[src/rtl/dma_chain_pkg.sv]
package dma_chain_pkg;
    localparam int WORD_W      = 32;
    localparam int DESC_WORDS  = 8;
    localparam int IDX_W       = $clog2(DESC_WORDS);
    localparam int DESC_SHIFT  = IDX_W + 2;
    localparam int BASE_W      = WORD_W - DESC_SHIFT;
    localparam int WA_W        = WORD_W - 2;
    localparam int REG_AW      = 3;

    // register word indices
    localparam logic [REG_AW-1:0] REG_CFG   = 3'd0;
    localparam logic [REG_AW-1:0] REG_DESC  = 3'd1;
    localparam logic [REG_AW-1:0] REG_STATP = 3'd2;
    localparam logic [REG_AW-1:0] REG_BELL  = 3'd3;
    localparam logic [REG_AW-1:0] REG_IRQ   = 3'd4;
    localparam logic [REG_AW-1:0] REG_STS   = 3'd5;
    localparam logic [REG_AW-1:0] REG_RESID = 3'd6;

    // descriptor word slots and cmd0 fields
    localparam logic [IDX_W-1:0] W_CMD0 = 3'd0;
    localparam logic [IDX_W-1:0] W_CMD1 = 3'd1;
    localparam logic [IDX_W-1:0] W_SRC  = 3'd2;
    localparam logic [IDX_W-1:0] W_DST  = 3'd4;
    localparam logic [IDX_W-1:0] W_STAT = 3'd6;
    localparam logic [IDX_W-1:0] W_NEXT = 3'd7;
    localparam int C0_VALID = 31;
    localparam int C0_IE    = 8;
    localparam int C0_SP    = 4;
    localparam int C0_CV    = 2;

    typedef enum logic [2:0] {
        S_IDLE, S_FETCH, S_DECODE, S_READ, S_WRITE, S_STATWB, S_CLRVALID, S_NEXT
    } chan_state_e;
endpackage

[src/rtl/dma_chain_regs.sv]
module dma_chain_regs
    import dma_chain_pkg::*;
#(
    parameter int BC_W = 22
) (
    input  logic              clk,
    input  logic              rst_n,
    input  logic              reg_wr,
    input  logic [REG_AW-1:0] reg_addr,
    input  logic [WORD_W-1:0] reg_wdata,
    output logic [WORD_W-1:0] reg_rdata,
    input  logic              desc_load,
    input  logic [BASE_W-1:0] desc_next,
    input  logic              cpl_pulse,
    input  logic              cpl_ie,
    input  logic              sts_db,
    input  logic              sts_valid,
    input  logic              sts_halted,
    input  logic [BC_W-1:0]   residual,
    output logic              cfg_en,
    output logic [BASE_W-1:0] desc_base,
    output logic [WORD_W-1:0] stat_ptr,
    output logic              bell,
    output logic              irq_pend,
    output logic              irq
);
    logic ie_q;
    logic irq_clr;

    assign irq_clr = reg_wr && (reg_addr == REG_IRQ) && reg_wdata[0];
    assign bell    = reg_wr && (reg_addr == REG_BELL) && cfg_en;
    assign irq     = irq_pend & ie_q;

    always_ff @(posedge clk or negedge rst_n) begin
        if (!rst_n) begin
            cfg_en    <= 1'b0;
            desc_base <= '0;
            stat_ptr  <= '0;
            irq_pend  <= 1'b0;
            ie_q      <= 1'b0;
        end else begin
            if (reg_wr && reg_addr == REG_CFG)   cfg_en   <= reg_wdata[0];
            if (reg_wr && reg_addr == REG_STATP) stat_ptr <= reg_wdata;
            if (desc_load)
                desc_base <= desc_next;
            else if (reg_wr && reg_addr == REG_DESC)
                desc_base <= reg_wdata[WORD_W-1:DESC_SHIFT];
            if (cpl_pulse) begin
                irq_pend <= 1'b1;
                ie_q     <= cpl_ie;
            end else if (irq_clr) begin
                irq_pend <= 1'b0;
            end
        end
    end

    always_comb begin
        reg_rdata = '0;
        case (reg_addr)
            REG_CFG:   reg_rdata = {{(WORD_W-1){1'b0}}, cfg_en};
            REG_DESC:  reg_rdata = {desc_base, {DESC_SHIFT{1'b0}}};
            REG_STATP: reg_rdata = stat_ptr;
            REG_IRQ:   reg_rdata = {{(WORD_W-1){1'b0}}, irq_pend};
            REG_STS:   reg_rdata = {{(WORD_W-3){1'b0}}, sts_db, sts_valid, sts_halted};
            REG_RESID: reg_rdata = WORD_W'(residual);
            default:   reg_rdata = '0;
        endcase
    end
endmodule

[src/rtl/dma_chain_ctrl.sv]
module dma_chain_ctrl
    import dma_chain_pkg::*;
#(
    parameter int BC_W = 22
) (
    input  logic              clk,
    input  logic              rst_n,
    input  logic              bell,
    input  logic [BASE_W-1:0] desc_base,
    input  logic [WA_W-1:0]   stat_word,
    output logic              mem_req,
    output logic              mem_we,
    output logic [WORD_W-1:0] mem_addr,
    output logic [WORD_W-1:0] mem_wdata,
    input  logic              mem_ack,
    input  logic [WORD_W-1:0] mem_rdata,
    output logic              desc_load,
    output logic [BASE_W-1:0] desc_next,
    output logic              cpl_pulse,
    output logic              cpl_ie,
    output logic              sts_db,
    output logic              sts_valid,
    output logic              sts_halted,
    output logic [BC_W-1:0]   residual
);
    localparam logic [BC_W-1:0] WORD_BYTES = BC_W'(WORD_W / 8);

    chan_state_e state, state_nx;
    logic [IDX_W-1:0]  widx;
    logic [WORD_W-1:0] cmd0;
    logic [BC_W-1:0]   bc_q;
    logic [WA_W-1:0]   src_w, dst_w;
    logic [WORD_W-1:0] data_q;
    logic              last_word;

    assign last_word = (residual <= WORD_BYTES);
    assign cpl_pulse = (state == S_NEXT);
    assign desc_load = (state == S_NEXT);
    assign cpl_ie    = cmd0[C0_IE];

    // state register
    always_ff @(posedge clk or negedge rst_n) begin
        if (!rst_n) state <= S_IDLE;
        else        state <= state_nx;
    end

    // transitions
    always_comb begin
        state_nx = state;
        unique case (state)
            S_IDLE:     if (bell) state_nx = S_FETCH;
            S_FETCH:    if (mem_ack && widx == W_NEXT) state_nx = S_DECODE;
            S_DECODE:   if (!cmd0[C0_VALID])  state_nx = S_IDLE;
                        else if (bc_q == '0)  state_nx = S_STATWB;
                        else                  state_nx = S_READ;
            S_READ:     if (mem_ack) state_nx = S_WRITE;
            S_WRITE:    if (mem_ack) state_nx = last_word ? S_STATWB : S_READ;
            S_STATWB:   if (cmd0[1:0] == 2'd0 || mem_ack) state_nx = S_CLRVALID;
            S_CLRVALID: if (!cmd0[C0_CV] || mem_ack) state_nx = S_NEXT;
            S_NEXT:     state_nx = S_FETCH;
            default:    state_nx = S_IDLE;
        endcase
    end

    // datapath and status flags
    always_ff @(posedge clk or negedge rst_n) begin
        if (!rst_n) begin
            widx       <= '0;
            cmd0       <= '0;
            bc_q       <= '0;
            src_w      <= '0;
            dst_w      <= '0;
            data_q     <= '0;
            desc_next  <= '0;
            residual   <= '0;
            sts_db     <= 1'b0;
            sts_valid  <= 1'b0;
            sts_halted <= 1'b1;
        end else begin
            unique case (state)
                S_IDLE: if (bell) begin
                    widx       <= '0;
                    sts_db     <= 1'b1;
                    sts_halted <= 1'b0;
                end
                S_FETCH: if (mem_ack) begin
                    widx <= widx + 1'b1;
                    case (widx)
                        W_CMD0:  cmd0      <= mem_rdata;
                        W_CMD1:  bc_q      <= mem_rdata[BC_W-1:0];
                        W_SRC:   src_w     <= mem_rdata[WORD_W-1:2];
                        W_DST:   dst_w     <= mem_rdata[WORD_W-1:2];
                        W_NEXT:  desc_next <= mem_rdata[BASE_W-1:0];
                        default: ;
                    endcase
                end
                S_DECODE: if (!cmd0[C0_VALID]) begin
                    sts_valid  <= 1'b0;
                    sts_halted <= 1'b1;
                    sts_db     <= 1'b0;
                end else begin
                    sts_valid <= 1'b1;
                    residual  <= bc_q;
                end
                S_READ: if (mem_ack) data_q <= mem_rdata;
                S_WRITE: if (mem_ack) begin
                    src_w    <= src_w + 1'b1;
                    dst_w    <= dst_w + 1'b1;
                    residual <= last_word ? '0 : residual - WORD_BYTES;
                end
                S_NEXT:  widx <= '0;
                default: ;
            endcase
        end
    end

    // memory request outputs
    always_comb begin
        mem_req   = 1'b0;
        mem_we    = 1'b0;
        mem_addr  = '0;
        mem_wdata = '0;
        unique case (state)
            S_FETCH: begin
                mem_req  = 1'b1;
                mem_addr = {desc_base, widx, 2'b00};
            end
            S_READ: begin
                mem_req  = 1'b1;
                mem_addr = {src_w, 2'b00};
            end
            S_WRITE: begin
                mem_req   = 1'b1;
                mem_we    = 1'b1;
                mem_addr  = {dst_w, 2'b00};
                mem_wdata = data_q;
            end
            S_STATWB: begin
                mem_req  = (cmd0[1:0] != 2'd0);
                mem_we   = 1'b1;
                mem_addr = cmd0[C0_SP] ? {stat_word, 2'b00} : {desc_base, W_STAT, 2'b00};
                case (cmd0[1:0])
                    2'd1:    mem_wdata = {{(WORD_W-3){1'b0}}, sts_db, sts_valid, sts_halted};
                    2'd2:    mem_wdata = {1'b0, cmd0[WORD_W-2:0]};
                    2'd3:    mem_wdata = WORD_W'(residual);
                    default: mem_wdata = '0;
                endcase
            end
            S_CLRVALID: begin
                mem_req   = cmd0[C0_CV];
                mem_we    = 1'b1;
                mem_addr  = {desc_base, W_CMD0, 2'b00};
                mem_wdata = {1'b0, cmd0[WORD_W-2:0]};
            end
            default: ;
        endcase
    end
endmodule

[src/rtl/dma_chain_seq.sv]
module dma_chain_seq
    import dma_chain_pkg::*;
#(
    parameter int BC_W = 22
) (
    input  logic        clk,
    input  logic        rst_n,
    input  logic        reg_wr,
    input  logic [2:0]  reg_addr,
    input  logic [31:0] reg_wdata,
    output logic [31:0] reg_rdata,
    output logic        mem_req,
    output logic        mem_we,
    output logic [31:0] mem_addr,
    output logic [31:0] mem_wdata,
    input  logic        mem_ack,
    input  logic [31:0] mem_rdata,
    output logic        irq
);
    logic              bell, cfg_en, irq_pend;
    logic [BASE_W-1:0] desc_base, desc_next;
    logic [WORD_W-1:0] stat_ptr;
    logic              desc_load, cpl_pulse, cpl_ie;
    logic              sts_db, sts_valid, sts_halted;
    logic [BC_W-1:0]   residual;

    dma_chain_regs #(.BC_W(BC_W)) u_regs (
        .clk(clk), .rst_n(rst_n),
        .reg_wr(reg_wr), .reg_addr(reg_addr), .reg_wdata(reg_wdata), .reg_rdata(reg_rdata),
        .desc_load(desc_load), .desc_next(desc_next),
        .cpl_pulse(cpl_pulse), .cpl_ie(cpl_ie),
        .sts_db(sts_db), .sts_valid(sts_valid), .sts_halted(sts_halted), .residual(residual),
        .cfg_en(cfg_en), .desc_base(desc_base), .stat_ptr(stat_ptr),
        .bell(bell), .irq_pend(irq_pend), .irq(irq)
    );

    dma_chain_ctrl #(.BC_W(BC_W)) u_ctrl (
        .clk(clk), .rst_n(rst_n), .bell(bell),
        .desc_base(desc_base), .stat_word(stat_ptr[WORD_W-1:2]),
        .mem_req(mem_req), .mem_we(mem_we), .mem_addr(mem_addr), .mem_wdata(mem_wdata),
        .mem_ack(mem_ack), .mem_rdata(mem_rdata),
        .desc_load(desc_load), .desc_next(desc_next),
        .cpl_pulse(cpl_pulse), .cpl_ie(cpl_ie),
        .sts_db(sts_db), .sts_valid(sts_valid), .sts_halted(sts_halted), .residual(residual)
    );
endmodule

[config.mk]
export PLATFORM = sky130hd
export DESIGN_NAME = dma_chain_seq
export DESIGN_NICKNAME = d
export VERILOG_FILES = /design/src/rtl/dma_chain_pkg.sv /design/src/rtl/dma_chain_regs.sv /design/src/rtl/dma_chain_ctrl.sv /design/src/rtl/dma_chain_seq.sv
export SDC_FILE = /design/constraint.sdc
export NUM_CORES = 1
export LEC_CHECK = 0
export ABC_CLOCK_PERIOD_IN_PS = 2300
export BUFFER_PORTS_ARGS = -buffer_cell sky130_fd_sc_hd__buf_2
export CAP_MARGIN = 20
export CORE_ASPECT_RATIO = 0.75
export CORE_MARGIN = 4
export CORE_UTILIZATION = 51
export CTS_BUF_LIST = sky130_fd_sc_hd__clkbuf_8
export DETAILED_ROUTE_END_ITERATION = 6
export PLACE_DENSITY_LB_ADDON = 0.05
export SLEW_MARGIN = 20
export SYNTH_ARGS = -nofsm -noshare
export SYNTH_HDL_FRONTEND = slang
export SYNTH_SLANG_ARGS = --single-unit
[constraint.sdc]
create_clock -name clk -period 2.3 [get_ports clk]
set_input_delay 0.345 -clock clk [delete_from_list [all_inputs] [get_ports clk]]
set_output_delay 0.345 -clock clk [all_outputs]
set_load 0.005 [all_outputs]
==> results.md <==
Floorplanning:
- The core region is ~27000 sq um.
- For this configuration, the core starts out at a cell density of between 50 and 60%.
- 170 I/O pins were placed.
- The die outline area is 31040 sq um.
- The floorplan has 52 rows.
- The die is 153.6 um tall.
- The horizontal die dimension is a little over 200 um.

Clocking:
- The clock sink total is 266.
- The clock tree from TritonCTS is done.
- The clock-pin slew reported for the worst setup and hold paths after clock tree synthesis is 60 ps.
- The maximum root-to-sink buffer count is 3.
- In this run, CTS created clock tree buffers numbering between 40 and 50.
- In this run the number of H-tree levels came out at 2.
- The root buffer cell chosen for the clock tree is sky130_fd_sc_hd__clkbuf_8.
- For the worst-skew pair, the clock arrives at the later sink with an insertion delay of 600 ps.

Place:
- The wire-length estimate of the detail-placed layout is around 36000 um.
- During placement, the flow inserted port buffers numbering 167.
- In this run the cell area measured after placement is roughly 17000 sq um.
- At the end of routability-driven placement, the weighted congestion stood at between 0.9 and 1.

Finish:
- Once layout is complete, the utilization of the core stands at 68.44%.
- The fraction of layout cells with a size suffix above 1 is 34.63%.
- The net total in the final layout is about 1800.
- Relative to the synthesized area, the layout overhead comes to 30.08%.
- The cell area after layout is 18750 sq um.

Synthesis:
- After synthesis, flip-flops and latches occupy 46.20% of the total area.
- The average footprint of a synthesized cell is 9.824 sq um.
- Yosys mapped a number of flops with a built-in enable equal to 0.
- Yosys mapped the design onto 70 distinct sky130hd cell types.
- The proportion of register bits with asynchronous set or reset after synthesis is 100.0%.
- The synthesized design contains between 200 and 300 register bits.
- The count of warnings emitted by yosys is 0.
- Synthesis produced 1467 cells.
- Summed over all instances, the cell type with the most area after synthesis is sky130_fd_sc_hd__dfrtp_1.
- In the post-synthesis netlist, the biggest area contributors are sky130_fd_sc_hd__dfrtp_1 (46%), sky130_fd_sc_hd__mux2_2 (12%), sky130_fd_sc_hd__nand2_1 (4.2%).
- The top-area cell type share of the netlist area is 46.01%.
- The cell area that synthesis handed to floorplanning was about 14000 sq um.
- Among all flip-flop cells after synthesis, the most frequent one is sky130_fd_sc_hd__dfrtp_1.

GRT:
- Summed over all layers, the global routing overflow is 0.
- The initial antenna violation count is 1.
- The overall track demand over capacity in global routing is 33.59%.
- The first global-routing pass estimated 81350 um of wire.
- The number of global-route vias before repair came to 13140.
- The pin count of the biggest net entering global routing is 66.

STA:
- The measured slew at the worst slew-check pin is between 600 and 700 ps.
- The final count of negative-setup-slack endpoints is 63.
- The count of final hold-check violations is 0.
- Derived from the worst setup path, the maximum achievable clock frequency is 376.9 MHz.
- The setup skew after layout is 29.29 ps.
- The worst path uses 115.3% of the clock period.
- The relative slew slack is 58.64%.
- Setup repair after global routing could not meet its margin everywhere.
- The post-layout minimum cycle time is 2653 ps.
- The number of max-slew violations in the final report is 0.
- Once routing completed, OpenROAD measured the worst setup slack at -352.9 ps.

Drt:
- For this run, the detailed router's first-pass iteration total came to 6.
- The final wirelength is 54580 um.
- For this block, the initial DRC count from the detailed router was 1846.
- In the routed layout, each cell is associated on average with a via count of 6.356.
- Across all layers, the routed design uses 13840 vias.
- For this run, design rule violations remaining after detail routing come to 0.
- The antenna violation net count after detailed routing is 0.
- The routed wirelength normalized by instance count is about 25 um.

Worst setup path:
- The worst register-to-register path begins at u_ctrl.residual[2].
- The critical setup path kind is reg -> out.
- Tracing the worst setup path back leads to its startpoint at u_ctrl.state[0].
- The type of destination of the critical path is a primary output.
- Data on the critical path is required at its endpoint by 1960 ps.
- The highest net fanout along the worst path is 19.
- The startpoint type of the worst setup path is a flip-flop.
- In this run the register-to-register setup slack is 0 ps.
- The arrival time at the worst endpoint is 2310 ps.

Pwr:
- Across the VDD grid, the largest voltage drop is 637.2 uV.
- Dividing total power by cell area gives a power density of 1250 nW/um^2.
- The static leakage power is a little under 9 nW.

Outcome:
- The final reports fail on setup timing.
- The run finished, with violations left.

Run:
- Across the run, the number of max-cap violations was 0.

Worst hold path:
- The path class of the tightest hold or removal check is in -> reg.
- In this run the most critical hold path is launched from reg_wdata[7].
[kinds of logic (layout without fill, tap and decap cells)]
logic type / after synthesis / count (layout) / synth area share, %
buffers and inverters: 154 / 485 / 4.115
muxes: 203 / 203 / 15.39
adders and majority gates: 9 / 9 / 0.7814
DFF: 266 / 266 / 46.20
other: 1 / 3 / 0.02602
AOI/OAI and AO/OA: 394 / 394 / 18.49
and+or+nand+nor: 440 / 440 / 14.99
[state kept, by name, indices dropped and copies added (netlist names)]
| register | count |
|---|---|
| u_ctrl.residual | 22 |
| u_ctrl.cmd0 | 32 |
| u_ctrl.data_q | 32 |
| u_ctrl.bc_q | 22 |
| u_regs.desc_base | 27 |
| u_regs.ie_q | 1 |
| u_regs.irq_pend | 1 |
| u_ctrl.src_w | 30 |
| u_regs.stat_ptr | 32 |
| u_ctrl.widx | 3 |
| u_ctrl.dst_w | 30 |
| u_ctrl.sts_valid | 1 |
| u_ctrl.sts_db | 1 |
| u_ctrl.desc_next | 27 |
| u_regs.cfg_en | 1 |
| u_ctrl.state | 3 |
| u_ctrl.sts_halted | 1 |
[area by class of cell]
| type | instances | area [sq um] |
|---|---|---|
| Fill cell | 2189 | 8645 |
| Tap cell | 378 | 473.0 |
| Clock buffer | 57 | 784.5 |
| Clock inverter | 21 | 102.6 |
| Antenna cell | 1 | 2.502 |
| Multi-Input combinational cell | 1048 | 7478 |
| Inverter | 39 | 146.4 |
| Timing Repair Buffer | 368 | 3098 |
| Sequential cell | 266 | 6661 |
[synthesized netlist by cell type, types with 5 or more instances]
| cell | n |
|---|---|
| sky130_fd_sc_hd__o211ai_1 | 8 |
| sky130_fd_sc_hd__mux2_2 | 149 |
| sky130_fd_sc_hd__o31ai_1 | 6 |
| sky130_fd_sc_hd__a211oi_1 | 6 |
| sky130_fd_sc_hd__nor4_1 | 12 |
| sky130_fd_sc_hd__buf_2 | 6 |
| sky130_fd_sc_hd__and3_1 | 14 |
| sky130_fd_sc_hd__o22a_1 | 13 |
| sky130_fd_sc_hd__nand2b_1 | 7 |
| sky130_fd_sc_hd__ha_1 | 9 |
| sky130_fd_sc_hd__o21a_1 | 9 |
| sky130_fd_sc_hd__o21ai_0 | 94 |
| sky130_fd_sc_hd__buf_1 | 18 |
| sky130_fd_sc_hd__or4_1 | 11 |
| sky130_fd_sc_hd__mux2i_1 | 54 |
| sky130_fd_sc_hd__and2_1 | 10 |
| sky130_fd_sc_hd__nor2b_1 | 8 |
| sky130_fd_sc_hd__nand3_1 | 49 |
| sky130_fd_sc_hd__nor4_2 | 5 |
| sky130_fd_sc_hd__a2bb2oi_1 | 14 |
| sky130_fd_sc_hd__nor3b_1 | 6 |
| sky130_fd_sc_hd__a31oi_1 | 22 |
| sky130_fd_sc_hd__nor2_1 | 85 |
| sky130_fd_sc_hd__a222oi_1 | 38 |
| sky130_fd_sc_hd__nand4_1 | 22 |
| sky130_fd_sc_hd__nand2_1 | 163 |
| sky130_fd_sc_hd__a41o_1 | 5 |
| sky130_fd_sc_hd__or3_1 | 11 |
| sky130_fd_sc_hd__a21oi_1 | 81 |
| sky130_fd_sc_hd__a22o_1 | 17 |
| sky130_fd_sc_hd__a41oi_1 | 5 |
| sky130_fd_sc_hd__dfrtp_1 | 265 |
| sky130_fd_sc_hd__clkbuf_1 | 89 |
| sky130_fd_sc_hd__inv_1 | 39 |
| sky130_fd_sc_hd__a22oi_1 | 23 |
| sky130_fd_sc_hd__nor3_1 | 15 |
| sky130_fd_sc_hd__o22ai_1 | 19 |
[cell usage in the layout (no fill, tap or decap), drive strengths merged, types with 6 or more instances in the layout]
cell and count:
a211oi 6, a21oi 81, a222oi 38, a22o 18, a22oi 23, a2bb2oi 14, a31oi 22, and2 11
and3 14, buf 331, clkbuf 62, dfrtp 265, dlygate4sd3 29, ha 9, inv 55, mux2 149
mux2i 54, nand2 163, nand2b 7, nand3 51, nand4 23, nor2 85, nor2b 8, nor3 15
nor3b 6, nor4 17, o211ai 8, o21a 9, o21ai 97, o22a 13, o22ai 19, o31ai 6
or3 11, or4 11
[per-layer routing]
metal  wire length [um]  up-vias  global-route usage (%)  part of all wire [%]
li1                   -     6093                       -                     -
met1              24440     6800                   52.82                    45
met2              22660      855                   47.33                    42
met3               6343       95                   7.286                    12
met4               1144        0                   7.884                   2.1
met5                  0        -                       0                     0
[path summary, 6_finish.rpt]
kind                                   endpoint  cells past startpoint
setup / recovery                  mem_wdata[18]                      8
min in group asynchronous        u_ctrl.cmd0[2]                      2
hold reg to reg             u_ctrl.desc_next[3]                      1
hold / removal               u_regs.stat_ptr[7]                      2
max in group asynchronous  u_regs.desc_base[16]                      3
setup reg to reg            u_ctrl.residual[17]                      7
[stage by stage]
| stage | setup WS [ps] | total power (W) | hold WS (ps) | TNS, ps | instances |
|---|---|---|---|---|---|
| after global routing | -461.9 | 0.02470 | 18.84 | -22200 | 2178 |
| final | -352.9 | 0.02344 | 29.42 | -16910 | 2178 |
| after CTS | -318.6 | 0.02257 | 1.574 | -16470 | 2161 |
| after detailed placement | 82.85 | 0.01733 | 367.8 | 0 | 2026 |
| after floorplan | 27.14 | 0.01319 | 49.41 | 0 | 1468 |
| after global placement | 20.78 | 0.01715 | 367.6 | 0 | 2026 |
[worst max-delay path: stages (launching register included)]
cell and delay, ps:
sky130_fd_sc_hd__dfrtp_2 430, sky130_fd_sc_hd__nor2b_1 140, sky130_fd_sc_hd__buf_4 160, sky130_fd_sc_hd__nand3b_1 150, sky130_fd_sc_hd__a21boi_4 80, sky130_fd_sc_hd__buf_12 160, sky130_fd_sc_hd__a222oi_1 360, sky130_fd_sc_hd__inv_1 80
sky130_fd_sc_hd__buf_2 130
[power breakdown]
part / switching (W) / internal, W
Clock: 0.00203 / 0.00223
Sequential: 0.00197 / 0.00660
Combinational: 0.00541 / 0.00521
Total: 0.00941 / 0.0140
[repair_timing]
item / 4_1_cts / 5_1_grt
endpoints found under the hold margin: 84 / 0
gates cloned: 7 / 6
gates resized for setup: 49 / 49
buffers inserted: 21 / 13
setup endpoints to repair: 63 / 70
pin swaps: 22 / 34
hold buffers: 29 / 0
(Power assumes the default switching activity.)
